[src/rtl/dwk_pkg.sv]
package dwk_pkg;

  typedef enum logic [2:0] {
    ST_IDLE,
    ST_F_CTL,
    ST_F_BUF,
    ST_F_NXT,
    ST_MEM,
    ST_PER
  } dwk_state_t;

  localparam int LEN_W       = 16;   // byte length field width
  localparam int EOL_BIT     = 16;   // end-of-list flag inside control word
  localparam int WORD_BYTES  = 2;    // bytes moved per transfer
  localparam int DESC_STRIDE = 4;    // byte step between descriptor words

  // byte length to word count; an all-zero field stands for the full range
  function automatic logic [LEN_W-1:0] len_to_words(input logic [LEN_W-1:0] len);
    if (len == '0) return LEN_W'(1 << (LEN_W - 1));
    return len >> 1;
  endfunction

endpackage

[src/rtl/dwk_desc_regs.sv]
module dwk_desc_regs
  import dwk_pkg::*;
#(
  parameter int AW = 32
) (
  input  logic          clk,
  input  logic          rst_n,
  input  logic          start_ld,
  input  logic [AW-1:0] first_ptr,
  input  logic          ld_ctl,
  input  logic          ld_buf,
  input  logic          ld_nxt,
  input  logic [31:0]   rdata,
  input  logic          word_done,
  output logic [AW-1:0] cur_ptr,
  output logic [AW-1:0] buf_addr,
  output logic          eol,
  output logic          last_word
);

  logic [LEN_W-1:0] words_left;

  always_ff @(posedge clk or negedge rst_n) begin
    if (!rst_n) begin
      cur_ptr    <= '0;
      buf_addr   <= '0;
      eol        <= 1'b0;
      words_left <= '0;
    end else begin
      if (start_ld)    cur_ptr <= first_ptr;
      else if (ld_nxt) cur_ptr <= rdata[AW-1:0];

      if (ld_ctl) begin
        words_left <= len_to_words(rdata[LEN_W-1:0]);
        eol        <= rdata[EOL_BIT];
      end else if (word_done) begin
        words_left <= words_left - 1'b1;
      end

      if (ld_buf)         buf_addr <= rdata[AW-1:0];
      else if (word_done) buf_addr <= buf_addr + AW'(WORD_BYTES);
    end
  end

  assign last_word = (words_left == LEN_W'(1));

endmodule

[src/rtl/dwk_burst_cnt.sv]
module dwk_burst_cnt #(
  parameter int LIMIT = 65536
) (
  input  logic                       clk,
  input  logic                       rst_n,
  input  logic                       clr,
  input  logic                       inc,
  output logic [$clog2(LIMIT+1)-1:0] cnt,
  output logic                       at_cap_next
);

  localparam int CW = $clog2(LIMIT + 1);

  always_ff @(posedge clk or negedge rst_n) begin
    if (!rst_n)   cnt <= '0;
    else if (clr) cnt <= '0;
    else if (inc) cnt <= cnt + 1'b1;
  end

  assign at_cap_next = (cnt == CW'(LIMIT - 1));

endmodule

[src/rtl/dwk_walker.sv]
module dwk_walker
  import dwk_pkg::*;
#(
  parameter int AW          = 32,
  parameter int BURST_LIMIT = 65536
) (
  input  logic          clk,
  input  logic          rst_n,
  input  logic          ptr_wr,
  input  logic [AW-1:0] ptr_wdata,
  input  logic          cmd_start,
  input  logic          cmd_abort,
  input  logic          dir_to_mem,
  output logic          mem_req,
  output logic          mem_we,
  output logic [AW-1:0] mem_addr,
  output logic [15:0]   mem_wdata,
  input  logic          mem_ack,
  input  logic [31:0]   mem_rdata,
  output logic          pout_valid,
  output logic [15:0]   pout_data,
  input  logic          pout_ready,
  input  logic          pin_valid,
  input  logic [15:0]   pin_data,
  output logic          pin_ready,
  output logic          chan_idle,
  output logic          done_pulse
);

  localparam int CW = $clog2(BURST_LIMIT + 1);

  dwk_state_t st, st_nx, first_data_st, after_word;
  logic [AW-1:0] first_ptr, cur_ptr, buf_addr;
  logic [15:0]   hold_word;
  logic          to_mem, eol, last_word, at_cap_next;
  logic [CW-1:0] burst_cnt;

  // named internal events
  logic start_acc, word_done, run_end, desc_end;
  logic ld_ctl, ld_buf, ld_nxt;

  assign start_acc = cmd_start && !cmd_abort && (st == ST_IDLE);
  assign ld_ctl    = (st == ST_F_CTL) && mem_ack;
  assign ld_buf    = (st == ST_F_BUF) && mem_ack;
  assign ld_nxt    = (st == ST_F_NXT) && mem_ack;
  assign word_done = ((st == ST_PER) && !to_mem && pout_ready) ||
                     ((st == ST_MEM) &&  to_mem && mem_ack);
  assign run_end   = word_done && (at_cap_next || (last_word && eol));
  assign desc_end  = word_done && last_word && !run_end;

  always_ff @(posedge clk or negedge rst_n) begin
    if (!rst_n) first_ptr <= '0;
    else if (ptr_wr) first_ptr <= ptr_wdata;
  end

  dwk_desc_regs #(.AW(AW)) u_desc (
    .clk       (clk),
    .rst_n     (rst_n),
    .start_ld  (start_acc),
    .first_ptr (first_ptr),
    .ld_ctl    (ld_ctl),
    .ld_buf    (ld_buf),
    .ld_nxt    (ld_nxt),
    .rdata     (mem_rdata),
    .word_done (word_done),
    .cur_ptr   (cur_ptr),
    .buf_addr  (buf_addr),
    .eol       (eol),
    .last_word (last_word)
  );

  dwk_burst_cnt #(.LIMIT(BURST_LIMIT)) u_burst (
    .clk         (clk),
    .rst_n       (rst_n),
    .clr         (start_acc),
    .inc         (word_done),
    .cnt         (burst_cnt),
    .at_cap_next (at_cap_next)
  );

  // sequencing
  assign first_data_st = to_mem ? ST_PER : ST_MEM;
  assign after_word    = run_end ? ST_IDLE : (desc_end ? ST_F_CTL : first_data_st);

  always_comb begin
    st_nx = st;
    unique case (st)
      ST_IDLE:  if (start_acc) st_nx = ST_F_CTL;
      ST_F_CTL: if (mem_ack)   st_nx = ST_F_BUF;
      ST_F_BUF: if (mem_ack)   st_nx = ST_F_NXT;
      ST_F_NXT: if (mem_ack)   st_nx = first_data_st;
      ST_MEM:   if (mem_ack)   st_nx = to_mem ? after_word : ST_PER;
      ST_PER:   if (to_mem ? pin_valid : pout_ready)
                  st_nx = to_mem ? ST_MEM : after_word;
      default:  st_nx = ST_IDLE;
    endcase
    if (cmd_abort) st_nx = ST_IDLE;
  end

  always_ff @(posedge clk or negedge rst_n) begin
    if (!rst_n) begin
      st         <= ST_IDLE;
      to_mem     <= 1'b0;
      hold_word  <= '0;
      chan_idle  <= 1'b1;
      done_pulse <= 1'b0;
    end else begin
      st         <= st_nx;
      done_pulse <= run_end && !cmd_abort;
      if (start_acc) to_mem <= dir_to_mem;
      if ((st == ST_MEM) && !to_mem && mem_ack) hold_word <= mem_rdata[15:0];
      else if ((st == ST_PER) && to_mem && pin_valid) hold_word <= pin_data;
      if (cmd_abort || run_end) chan_idle <= 1'b1;
      else if (start_acc)       chan_idle <= 1'b0;
    end
  end

  // port drive
  always_comb begin
    unique case (st)
      ST_F_CTL: mem_addr = cur_ptr;
      ST_F_BUF: mem_addr = cur_ptr + AW'(DESC_STRIDE);
      ST_F_NXT: mem_addr = cur_ptr + AW'(2 * DESC_STRIDE);
      default:  mem_addr = buf_addr;
    endcase
  end

  assign mem_req    = (st == ST_F_CTL) || (st == ST_F_BUF) || (st == ST_F_NXT) || (st == ST_MEM);
  assign mem_we     = (st == ST_MEM) && to_mem;
  assign mem_wdata  = hold_word;
  assign pout_valid = (st == ST_PER) && !to_mem;
  assign pout_data  = hold_word;
  assign pin_ready  = (st == ST_PER) && to_mem;

endmodule

[config.mk]
export PLATFORM = sky130hd
export DESIGN_NAME = dwk_walker
export DESIGN_NICKNAME = d
export VERILOG_FILES = /design/src/rtl/dwk_pkg.sv /design/src/rtl/dwk_desc_regs.sv /design/src/rtl/dwk_burst_cnt.sv /design/src/rtl/dwk_walker.sv
export SDC_FILE = /design/constraint.sdc
export NUM_CORES = 1
export LEC_CHECK = 0
export BUFFER_PORTS_ARGS = -buffer_cell sky130_fd_sc_hd__buf_2
export CORE_MARGIN = 10
export CORE_UTILIZATION = 50
export DETAILED_ROUTE_END_ITERATION = 8
export PLACE_DENSITY = 0.81
export SLEW_MARGIN = 5
export SYNTH_ARGS = -nofsm -noshare
export SYNTH_HDL_FRONTEND = slang
export SYNTH_HIERARCHICAL = 1
export SYNTH_SLANG_ARGS = --single-unit
[constraint.sdc]
create_clock -name clk -period 3.1 [get_ports clk]
set_input_delay 0.155 -clock clk [delete_from_list [all_inputs] [get_ports clk]]
set_output_delay 0.155 -clock clk [all_outputs]
set_load 0.005 [all_outputs]
==> impl_metrics.ini <==
[status]
outcome = finished, final reports clean

[power]
seq_power_share = 0.431
power_mw = 7.39
pwr-share-clk = 0.277
switching_share = 0.374
combinationalPowerShare = 0.292
powerDensity_mw_per_mm2 = 669
p_sw_mw = 2.77
power.leakage_nw = 4.69
ir_drop_v = 0.000462
p_int_mw = 4.63

[timing]
period_share = 0.954
fmax_mhz = 338
holdWs_ns = 0.0262
rsz0062_at_grt = false
finalHoldViolCount = 0
setup_violations = 0
layout_setup_ws_ns = 0.141
fin_crit_ns = 2.96
worstMarginPinSlew_ns = 1.10
maxSlewHeadroom = 0.262
finClkSkew_ns = 0.0107
finalMaxSlewViolations = 0
finalSetupTns_ns = 0

[placement]
pre_cts_ws_ns = 0.367
placed_cell_area_mm2 = 0.0100
gp_congestion = 0.943
dp.cells = 1334
dp_hpwl_um = 21200
numPortBuffers = 158

[synth]
netlist-cell-type-count = 85
syn_nets = 1098
ys_warn_count = 6
synth_seq_cells = 152
synth_cells = 1002
netlist_area_mm2 = 0.00918
synth_edf_count = 0
synth-main-ff-cell = dfrtp_1
synthArstFlopShare = 1.00
ys_seq_area_frac = 0.414
avgSynthCellArea_um2 = 9.17

[die]
fp-row-count = 49
dieWidth_um = 156
fp.coreArea_mm2 = 0.0180
dieArea_mm2 = 0.0242
dieHeight_um = 156
start_util = 0.510
num_io_pins = 159

[clocking]
clock_path_buffers = 2
cts_root_buf = clkbuf_16
cts_made_buffers = 17
htree_levels = 4
clk_latency_ns = 0.44
path_clk_slew_ns = 0.07
cts_sinks = 152
cts_tree = done

[routing]
avgRoutedWirePerCell_um = 20.8
num_vias = 8514
wirelength_um = 29300
drtPass1Iterations = 6
drtIter0Drc = 965
postRouteAntennaNets = 0
remaining_drc_errors = 0
routed_via_density = 6.05

[flow_run]
max_cap_violations = 0

[grt]
track_usage = 0.234
grt_pass1_wl_um = 44900
grt_overflow = 0
grt_max_degree = 84
grt_pass1_vias = 8053
antenna_found_initial = 0

[layout]
layout.nets = 1263
fin_util = 0.613
final_cell_mix = buf_2, dfrtp_1, nand2_1
final_area_mm2 = 0.0110
diodes = 0
drive_gt1_frac = 0.240
final_common_cell = buf_2
area_growth_syn_to_layout_pct = 20.3
final_cells = 1408

[worst_setup_path]
setup.worst_path.end = mem_addr[29]
reg2reg_to = u_desc/buf_addr[31]
crit_start = u_desc/cur_ptr[4]
crit_arrival_ns = 2.80
rrSetupSlack_ns = 0.31
worstPathMaxFanout = 8
worst_setup_path_end_kind = output port
reg2reg_from = to_mem
rr_worst_depth = 7
critPathLaunchType = register
crit_required_ns = 2.94
critical_path_class = reg -> out

[hold_path]
hp-start = pin_data[13]
min_path_type = in -> reg
==> power by group through the flow <==
stage	clock network, mW	registers [mW]	logic [mW]
2_1_floorplan	0	2.95	1.36
3_3_place_gp	0	3.17	2.03
3_5_place_dp	0	3.18	2.09
4_1_cts	2.07	3.16	2.14
5_1_grt	2.16	3.26	2.37
6_report	2.05	3.19	2.16
==> sequential cells by signal, indices dropped and copies added, names as in the netlist <==
register and count:
u_desc/eol 1, u_desc/words_left 16, first_ptr 32, to_mem 1, st 3, u_desc/cur_ptr 32, chan_idle 1, u_desc/buf_addr 32
done_pulse 1, mem_wdata 16, u_burst/cnt 17
==> cell type report <==
| cell class | count | area, um^2 |
|---|---|---|
| fillers | 1549 | 6980 |
| inverters | 26 | 97.6 |
| clock buffers | 18 | 439 |
| clock inverters | 13 | 134 |
| well taps | 229 | 287 |
| repair buffers | 222 | 1410 |
| flip-flops and latches | 152 | 3800 |
| multi-input cells | 748 | 4880 |
==> worst min-delay path by stage <==
stage                     endpoint  cells past startpoint
2_1_floorplan           done_pulse                      0
3_3_place_gp         first_ptr[25]                      1
3_5_place_dp         first_ptr[25]                      1
4_1_cts        u_desc/buf_addr[25]                      3
5_1_grt        u_desc/buf_addr[25]                      3
6_report             mem_wdata[13]                      3
==> cells by family after synthesis <==
family / share of synthesized area
buffers and inverters: 0.0559
and+or+nand+nor: 0.228
adders and majority gates: 0.00954
AOI/OAI and AO/OA: 0.144
muxes: 0.103
xor gates and xnor gates: 0.0448
DFF: 0.414
==> synth_stat cells, drive strengths merged (18+ instances only) <==
cell type	number	area, um^2
mux2	38	428
nor2	76	288
buf	37	229
nand3	28	168
xnor2	38	333
or4	21	163
o21ai	102	514
a31oi	18	113
clkbuf	39	186
dfrtp	151	3780
a21oi	20	100
inv	26	97.6
nor3	25	130
nor4	24	175
mux2i	52	521
nand2	130	488
nand4	25	193
==> critical path: stages (launching register included) <==
cell	delay [ns]
dfrtp_1	0.48
ha_1	0.29
nand4_1	0.22
or4_4	0.57
nor3_2	0.22
nor3_1	0.07
a311oi_1	0.33
buf_2	0.18
==> layer usage <==
metal / GRT usage / part of all wire / up-vias
met1: 0.306 / 0.41 / 4070
met5: 0 / 0 / -
met2: 0.358 / 0.47 / 405
met4: 0.114 / 0.037 / 0
met3: 0.0529 / 0.081 / 71
li1: - / - / 3968
==> what timing repair did <==
action / 4_1_cts / 5_1_grt
hold buffers: 43 / 0
setup buffers: 0 / 0
setup endpoints to repair: 0 / 2
hold endpoints to repair: 107 / 0
gates resized for setup: 0 / 1
No activity file was read; power rests on OpenSTA's default activity.
